`src/rtl/tp_pkg.sv`:
```
package tp_pkg;
  localparam int RATE_W = 3;
  localparam int PRE_W  = 1 << RATE_W;

  typedef struct packed {
    logic              spare;
    logic              irq_rise;
    logic              src_ext;
    logic              cnt_fall;
    logic              to_wdt;
    logic [RATE_W-1:0] rate;
  } opt_t;

  localparam int   OPT_W   = $bits(opt_t);
  localparam opt_t OPT_RST = '1;
endpackage

```
`src/rtl/tp_phase.sv`:
```
module tp_phase #(
  parameter int PHASES = 4
) (
  input  logic clk_i,
  input  logic rst_ni,
  output logic tick_o,
  output logic samp_o
);
  localparam int PH_W = $clog2(PHASES);
  localparam int HALF = PHASES / 2;

  logic [PH_W-1:0] ph_q;

  always_ff @(posedge clk_i or negedge rst_ni) begin
    if (!rst_ni)                          ph_q <= '0;
    else if (ph_q == PH_W'(PHASES - 1))   ph_q <= '0;
    else                                  ph_q <= ph_q + 1'b1;
  end

  assign tick_o = (ph_q == PH_W'(PHASES - 1));
  // sample on mid-cycle phase and last phase
  assign samp_o = (ph_q == PH_W'(HALF - 1)) || tick_o;
endmodule

```
`src/rtl/tp_edge.sv`:
```
module tp_edge #(
  parameter int STAGES = 2
) (
  input  logic clk_i,
  input  logic rst_ni,
  input  logic pin_i,
  input  logic fall_sel_i,
  output logic edge_o
);
  logic [STAGES:0] sh_q;
  logic            cur, prev;

  always_ff @(posedge clk_i or negedge rst_ni) begin
    if (!rst_ni) sh_q <= '0;
    else         sh_q <= {sh_q[STAGES-1:0], pin_i};
  end

  assign cur    = sh_q[STAGES-1];
  assign prev   = sh_q[STAGES];
  assign edge_o = fall_sel_i ? (!cur && prev) : (cur && !prev);
endmodule

```
`src/rtl/tp_presc.sv`:
```
module tp_presc #(
  parameter int RATE_W = 3
) (
  input  logic              clk_i,
  input  logic              rst_ni,
  input  logic              clr_i,
  input  logic              to_wdt_i,
  input  logic [RATE_W-1:0] rate_i,
  input  logic              src_evt_i,
  input  logic              wdt_tick_i,
  input  logic              wdt_clr_i,
  output logic              tmr_evt_o,
  output logic              wdt_evt_o
);
  localparam int PRE_W = 1 << RATE_W;

  logic [PRE_W-1:0] cnt_q, mask_w, mask_t;
  logic             tap_w, tap_t, inc, clr;

  always_comb begin
    mask_w = '0;
    for (int i = 0; i < PRE_W; i++)
      if (i < int'(rate_i)) mask_w[i] = 1'b1;
    mask_t = {mask_w[PRE_W-2:0], 1'b1};
  end

  assign tap_w = &(cnt_q | ~mask_w);
  assign tap_t = &(cnt_q | ~mask_t);
  assign inc   = to_wdt_i ? (wdt_tick_i && !wdt_clr_i) : src_evt_i;
  assign clr   = clr_i || (to_wdt_i && wdt_clr_i);

  always_ff @(posedge clk_i or negedge rst_ni) begin
    if (!rst_ni)  cnt_q <= '0;
    else if (clr) cnt_q <= '0;
    else if (inc) cnt_q <= cnt_q + 1'b1;
  end

  assign tmr_evt_o = to_wdt_i ? src_evt_i : (src_evt_i && tap_t);
  assign wdt_evt_o = wdt_tick_i && !wdt_clr_i && (!to_wdt_i || tap_w);
endmodule

```
`src/rtl/tp_timer.sv`:
```
module tp_timer #(
  parameter int TMR_W = 8
) (
  input  logic             clk_i,
  input  logic             rst_ni,
  input  logic             samp_i,
  input  logic             evt_i,
  input  logic             we_i,
  input  logic [TMR_W-1:0] wdata_i,
  input  logic             ovf_clr_i,
  output logic [TMR_W-1:0] tmr_o,
  output logic             ovf_o
);
  logic [TMR_W-1:0] tmr_q;
  logic             pend_q, ovf_q, wrap;

  // event held until the next sampling phase
  always_ff @(posedge clk_i or negedge rst_ni) begin
    if (!rst_ni) begin
      tmr_q  <= '0;
      pend_q <= 1'b0;
    end else if (we_i) begin
      tmr_q  <= wdata_i;
      pend_q <= 1'b0;
    end else if (samp_i) begin
      pend_q <= evt_i;
      if (pend_q) tmr_q <= tmr_q + 1'b1;
    end else begin
      pend_q <= pend_q || evt_i;
    end
  end

  assign wrap = !we_i && samp_i && pend_q && (&tmr_q);

  always_ff @(posedge clk_i or negedge rst_ni) begin
    if (!rst_ni)        ovf_q <= 1'b0;
    else if (wrap)      ovf_q <= 1'b1;
    else if (ovf_clr_i) ovf_q <= 1'b0;
  end

  assign tmr_o = tmr_q;
  assign ovf_o = ovf_q;
endmodule

```
`src/rtl/tmr_presc_top.sv`:
```
module tmr_presc_top
  import tp_pkg::*;
#(
  parameter int TMR_W       = 8,
  parameter int PHASES      = 4,
  parameter int SYNC_STAGES = 2
) (
  input  logic             clk_i,
  input  logic             rst_ni,
  input  logic             opt_we_i,
  input  logic [7:0]       opt_wdata_i,
  output logic [7:0]       opt_o,
  input  logic             tmr_we_i,
  input  logic [TMR_W-1:0] tmr_wdata_i,
  output logic [TMR_W-1:0] tmr_o,
  input  logic             cnt_pin_i,
  input  logic             irq_pin_i,
  input  logic             wdt_tick_i,
  input  logic             wdt_clr_i,
  input  logic             ovf_clr_i,
  input  logic             irq_clr_i,
  output logic             ovf_flag_o,
  output logic             irq_flag_o,
  output logic             wdt_to_o
);
  opt_t opt_q, opt_d;
  logic inst_tick, samp, cnt_edge, irq_edge;
  logic src_evt, tmr_evt, wdt_evt, owner_chg, pre_clr;
  logic irq_q, wdt_to_q;

  assign opt_d = opt_t'(opt_wdata_i);

  always_ff @(posedge clk_i or negedge rst_ni) begin
    if (!rst_ni)       opt_q <= OPT_RST;
    else if (opt_we_i) opt_q <= opt_d;
  end

  assign owner_chg = opt_we_i && (opt_d.to_wdt != opt_q.to_wdt);
  assign pre_clr   = tmr_we_i || owner_chg;

  tp_phase #(.PHASES(PHASES)) phase_i (
    .clk_i (clk_i), .rst_ni(rst_ni), .tick_o(inst_tick), .samp_o(samp)
  );

  tp_edge #(.STAGES(SYNC_STAGES)) cnt_sync_i (
    .clk_i(clk_i), .rst_ni(rst_ni), .pin_i(cnt_pin_i),
    .fall_sel_i(opt_q.cnt_fall), .edge_o(cnt_edge)
  );

  tp_edge #(.STAGES(SYNC_STAGES)) irq_sync_i (
    .clk_i(clk_i), .rst_ni(rst_ni), .pin_i(irq_pin_i),
    .fall_sel_i(!opt_q.irq_rise), .edge_o(irq_edge)
  );

  assign src_evt = opt_q.src_ext ? cnt_edge : inst_tick;

  tp_presc #(.RATE_W(RATE_W)) presc_i (
    .clk_i(clk_i), .rst_ni(rst_ni), .clr_i(pre_clr),
    .to_wdt_i(opt_q.to_wdt), .rate_i(opt_q.rate),
    .src_evt_i(src_evt), .wdt_tick_i(wdt_tick_i), .wdt_clr_i(wdt_clr_i),
    .tmr_evt_o(tmr_evt), .wdt_evt_o(wdt_evt)
  );

  tp_timer #(.TMR_W(TMR_W)) timer_i (
    .clk_i(clk_i), .rst_ni(rst_ni), .samp_i(samp), .evt_i(tmr_evt),
    .we_i(tmr_we_i), .wdata_i(tmr_wdata_i), .ovf_clr_i(ovf_clr_i),
    .tmr_o(tmr_o), .ovf_o(ovf_flag_o)
  );

  always_ff @(posedge clk_i or negedge rst_ni) begin
    if (!rst_ni) begin
      irq_q    <= 1'b0;
      wdt_to_q <= 1'b0;
    end else begin
      wdt_to_q <= wdt_evt;
      if (irq_edge)       irq_q <= 1'b1;
      else if (irq_clr_i) irq_q <= 1'b0;
    end
  end

  assign opt_o      = opt_q;
  assign irq_flag_o = irq_q;
  assign wdt_to_o   = wdt_to_q;
endmodule

```
`config.mk`:
```
export PLATFORM = sky130hd
export DESIGN_NAME = tmr_presc_top
export DESIGN_NICKNAME = d
export VERILOG_FILES = /design/src/rtl/tp_pkg.sv /design/src/rtl/tp_phase.sv /design/src/rtl/tp_edge.sv /design/src/rtl/tp_presc.sv /design/src/rtl/tp_timer.sv /design/src/rtl/tmr_presc_top.sv
export SDC_FILE = /design/constraint.sdc
export NUM_CORES = 1
export LEC_CHECK = 0
export CORE_MARGIN = 4
export CORE_UTILIZATION = 55
export DETAILED_ROUTE_END_ITERATION = 10
export DONT_BUFFER_PORTS = 1
export GPL_TIMING_DRIVEN = 0
export PLACE_DENSITY = 0.68
export SLEW_MARGIN = 20
export SYNTH_ARGS = -nofsm -noshare
export SYNTH_HDL_FRONTEND = slang
export SYNTH_HIERARCHICAL = 1
export SYNTH_SLANG_ARGS = --single-unit
```
`constraint.sdc`:
```
create_clock -name clk_i -period 2.55 [get_ports clk_i]
set_input_delay 0.51 -clock clk_i [delete_from_list [all_inputs] [get_ports clk_i]]
set_output_delay 0.51 -clock clk_i [all_outputs]
set_load 0.01 [all_outputs]
```
==> metrics <==
Clock Power Share=33.0%; largest net degree at the start of global routing=37; storage element area=roughly 910 um2; Sequential Power Share=56.6%; Logic pwr share=between 10% and 20%; Detailed Route WL=between 3000 and 4000 um; count of final setup violators=0; Port Buffers=0; post-synth net total=roughly 200; Synth Cell Area=around 1900 um2; final clock skew=approximately 10 ps; Worst-Margin Slew=between 300 and 400 ps; Reg clk slew, reported paths=110 ps; CTS tree=built; most common cell in the netlist=dfrtp_1; hold_sp=irq_pin_i; CTS Root Cell=clkbuf_4; post-synthesis sequential area ratio=about half; setup slack at placement=778 ps; Die ar.=4360 um2; Inserted Clock Buffers=5; CP arrival=approximately 2000 ps; post-route minimum period=roughly 1800 ps; asr flop ratio synth=100%; postcts setup bufs=0; post-synthesis instance total=approximately 170; Total GRT Usage=around 18%; nets=between 200 and 250; Hold Crit Class=in -> reg; DRT antenna net count=0; EDFF count, synth=0; cell taking the most area after synthesis=dfrtp_1; worst hold slack=between 150 and 200 ps; Synth top cells by count=28 x dfrtp_1, 16 x nor2_1, 11 x inv_1, 11 x nand2_1, 11 x o21ai_0; Power, Total=1200 uW; Syn Area/Cell=between 10 and 15 um2; Multi-input gate area=between 800 and 900 um2; pwr/cell area=593 nW/um2; crit-path max FO=7; worst r2r src=opt_o[4]; WP data required=approximately 2800 ps; TNS Setup=0 ps; vias in the first global route=about 1300; status=finished clean; peak supply drop=between 0.4 and 0.5 mV; diodes inserted=0; GPL Wtd Cong=0.848; r2r setup slk=~760 ps; Hold Fails Final Rpt=0; antenna violations before repair=0; Layout area overhead=8.91%; total number of vias=between 1000 and 1500; worst relative slew slack=about three quarters; startpoint types=flop; Ports=between 40 and 50; layout cells sized above 1=roughly a fifth; first-pass GRT wire length=about 6000 um; crit end category=flop; H-tree Lvls=2; Pre-Repair DR Iteration Count=4; final worst path period share=between 70 and 80%; crit path kind=reg -> reg; post-cts resize count=0; Leak=0.000858 uW; switching pwr=between 300 and 400 uW; Initial DRC Count=between 40 and 50; DR WL/cell=roughly 16 um; Synthesis Warnings=6; post-synth cell types=39; Fillers=~260; Net Sw Frac=a little over a quarter; Final Max Slew Viols=0; dominant synthesized flop cell=dfrtp_1; Die Y-Extent=66.1 um; Worst Setup SP=opt_o[4]; core box area=around 3100 um2; DR DRC count=0; initial core utilization=approximately three fifths; clk sinks=36; Synth area leaders=dfrtp_1 38%, dfstp_2 11%, mux2_4 5.7%, nor2_1 3.2%, o21ai_0 3.0%; Final WS setup=between 700 and 800 ps; Yosys reg bits=36; Internal Power=882 uW; Horiz. Die Dim=~66 um; RSZ-0062 raised after global routing=false; Hold Buf Count CTS=2; f_max=559 MHz; post-synth top area share=37.8%; GR Overflow Total=0; Std-Cell Rows=20; dpl hpwl=roughly 2500 um; vias per cell=a little under 6; Max Cap Viol=0; clk_lat worst skew=about 340 ps; CTS Buffer Depth=2
==> through the flow <==
step / utilization [%] / cells / instance area [um2]
final: 64.6 / 223 / 2020
after global routing: 64.6 / 223 / 2020
after CTS: 64.6 / 223 / 2020
after detailed placement: 61.0 / 213 / 1910
after global placement: 61.0 / 213 / 1910
after floorplan: - / 169 / 1850
==> power groups by stage <==
stage          Sequential [uW]  Combinational (uW)  Clock, uW
3_5_place_dp               690                 109          0
4_1_cts                    679                 126        408
5_1_grt                    686                 141        435
6_report                   678                 124        395
2_1_floorplan              674                94.9          0
3_3_place_gp               688                 105          0
==> cell usage in the layout, fill, tap and decap left out, types with 4 or more instances in the layout <==
cell and n:
dfrtp_1 28, nor2_1 16, inv_1 11, nand2_1 11
o21ai_0 11, dfstp_2 8, mux2_4 7, nand3_1 7
xnor2_1 6, clkbuf_4 5, nand2b_1 5, a21oi_1 5
or4_1 5, xor2_1 4, ha_1 4
==> final timing paths <==
| path | to | depth (start not counted) |
|---|---|---|
| max in group asynchronous | opt_o[1] | 2 |
| hold / removal | irq_sync_i/sh_q[0] | 0 |
| setup reg to reg | presc_i/cnt_q[6] | 7 |
| hold reg to reg | cnt_sync_i/sh_q[1] | 0 |
| min in group asynchronous | timer_i/ovf_o | 2 |
| setup / recovery | presc_i/cnt_q[6] | 7 |
==> layout make-up <==
cell class / instances / share of cell area, %
well taps: 44 / 2.73
plain buffers: 2 / 0.743
repair buffers: 2 / 1.49
flip-flops and latches: 36 / 45.1
multi-input cells: 120 / 43.9
clock buffers: 5 / 1.86
inverters: 11 / 2.04
clock inverters: 3 / 2.11
==> logic make-up after synthesis <==
| group | synth area share [%] |
|---|---|
| XOR/XNOR | 4.72 |
| adder cells (fa/ha/maj) | 2.70 |
| AO/OA/AOI/OAI | 15.7 |
| buffers and inverters | 3.04 |
| AND/OR/NAND/NOR | 17.3 |
| flip-flops | 49.1 |
| multiplexers | 7.35 |
==> registers in the layout, summed over array words and instances (netlist names) <==
signal,cells
cnt_sync_i/sh_q,3
irq_sync_i/sh_q,3
phase_i/ph_q,2
opt_o,8
timer_i/ovf_o,1
wdt_to_o,1
timer_i/tmr_o,8
timer_i/pend_q,1
presc_i/cnt_q,8
irq_flag_o,1
==> critical path, cell delays in order (launching register included) <==
cell       delay [ps]
dfstp_2           600
nand3b_1          110
o21ai_2            60
mux2_2            200
nand2b_4          110
a2111oi_4         390
xnor2_1           160
nor2_1             50
==> metal layers <==
layer	wire [um]	vias to the layer above	global-route usage, %
met5	0	-	0
met3	288	7	8.67
met4	50	0	6.85
met2	1740	46	29.4
li1	-	618	-
met1	1430	614	21.2
Note: power is estimated with default switching activity, not from simulation.
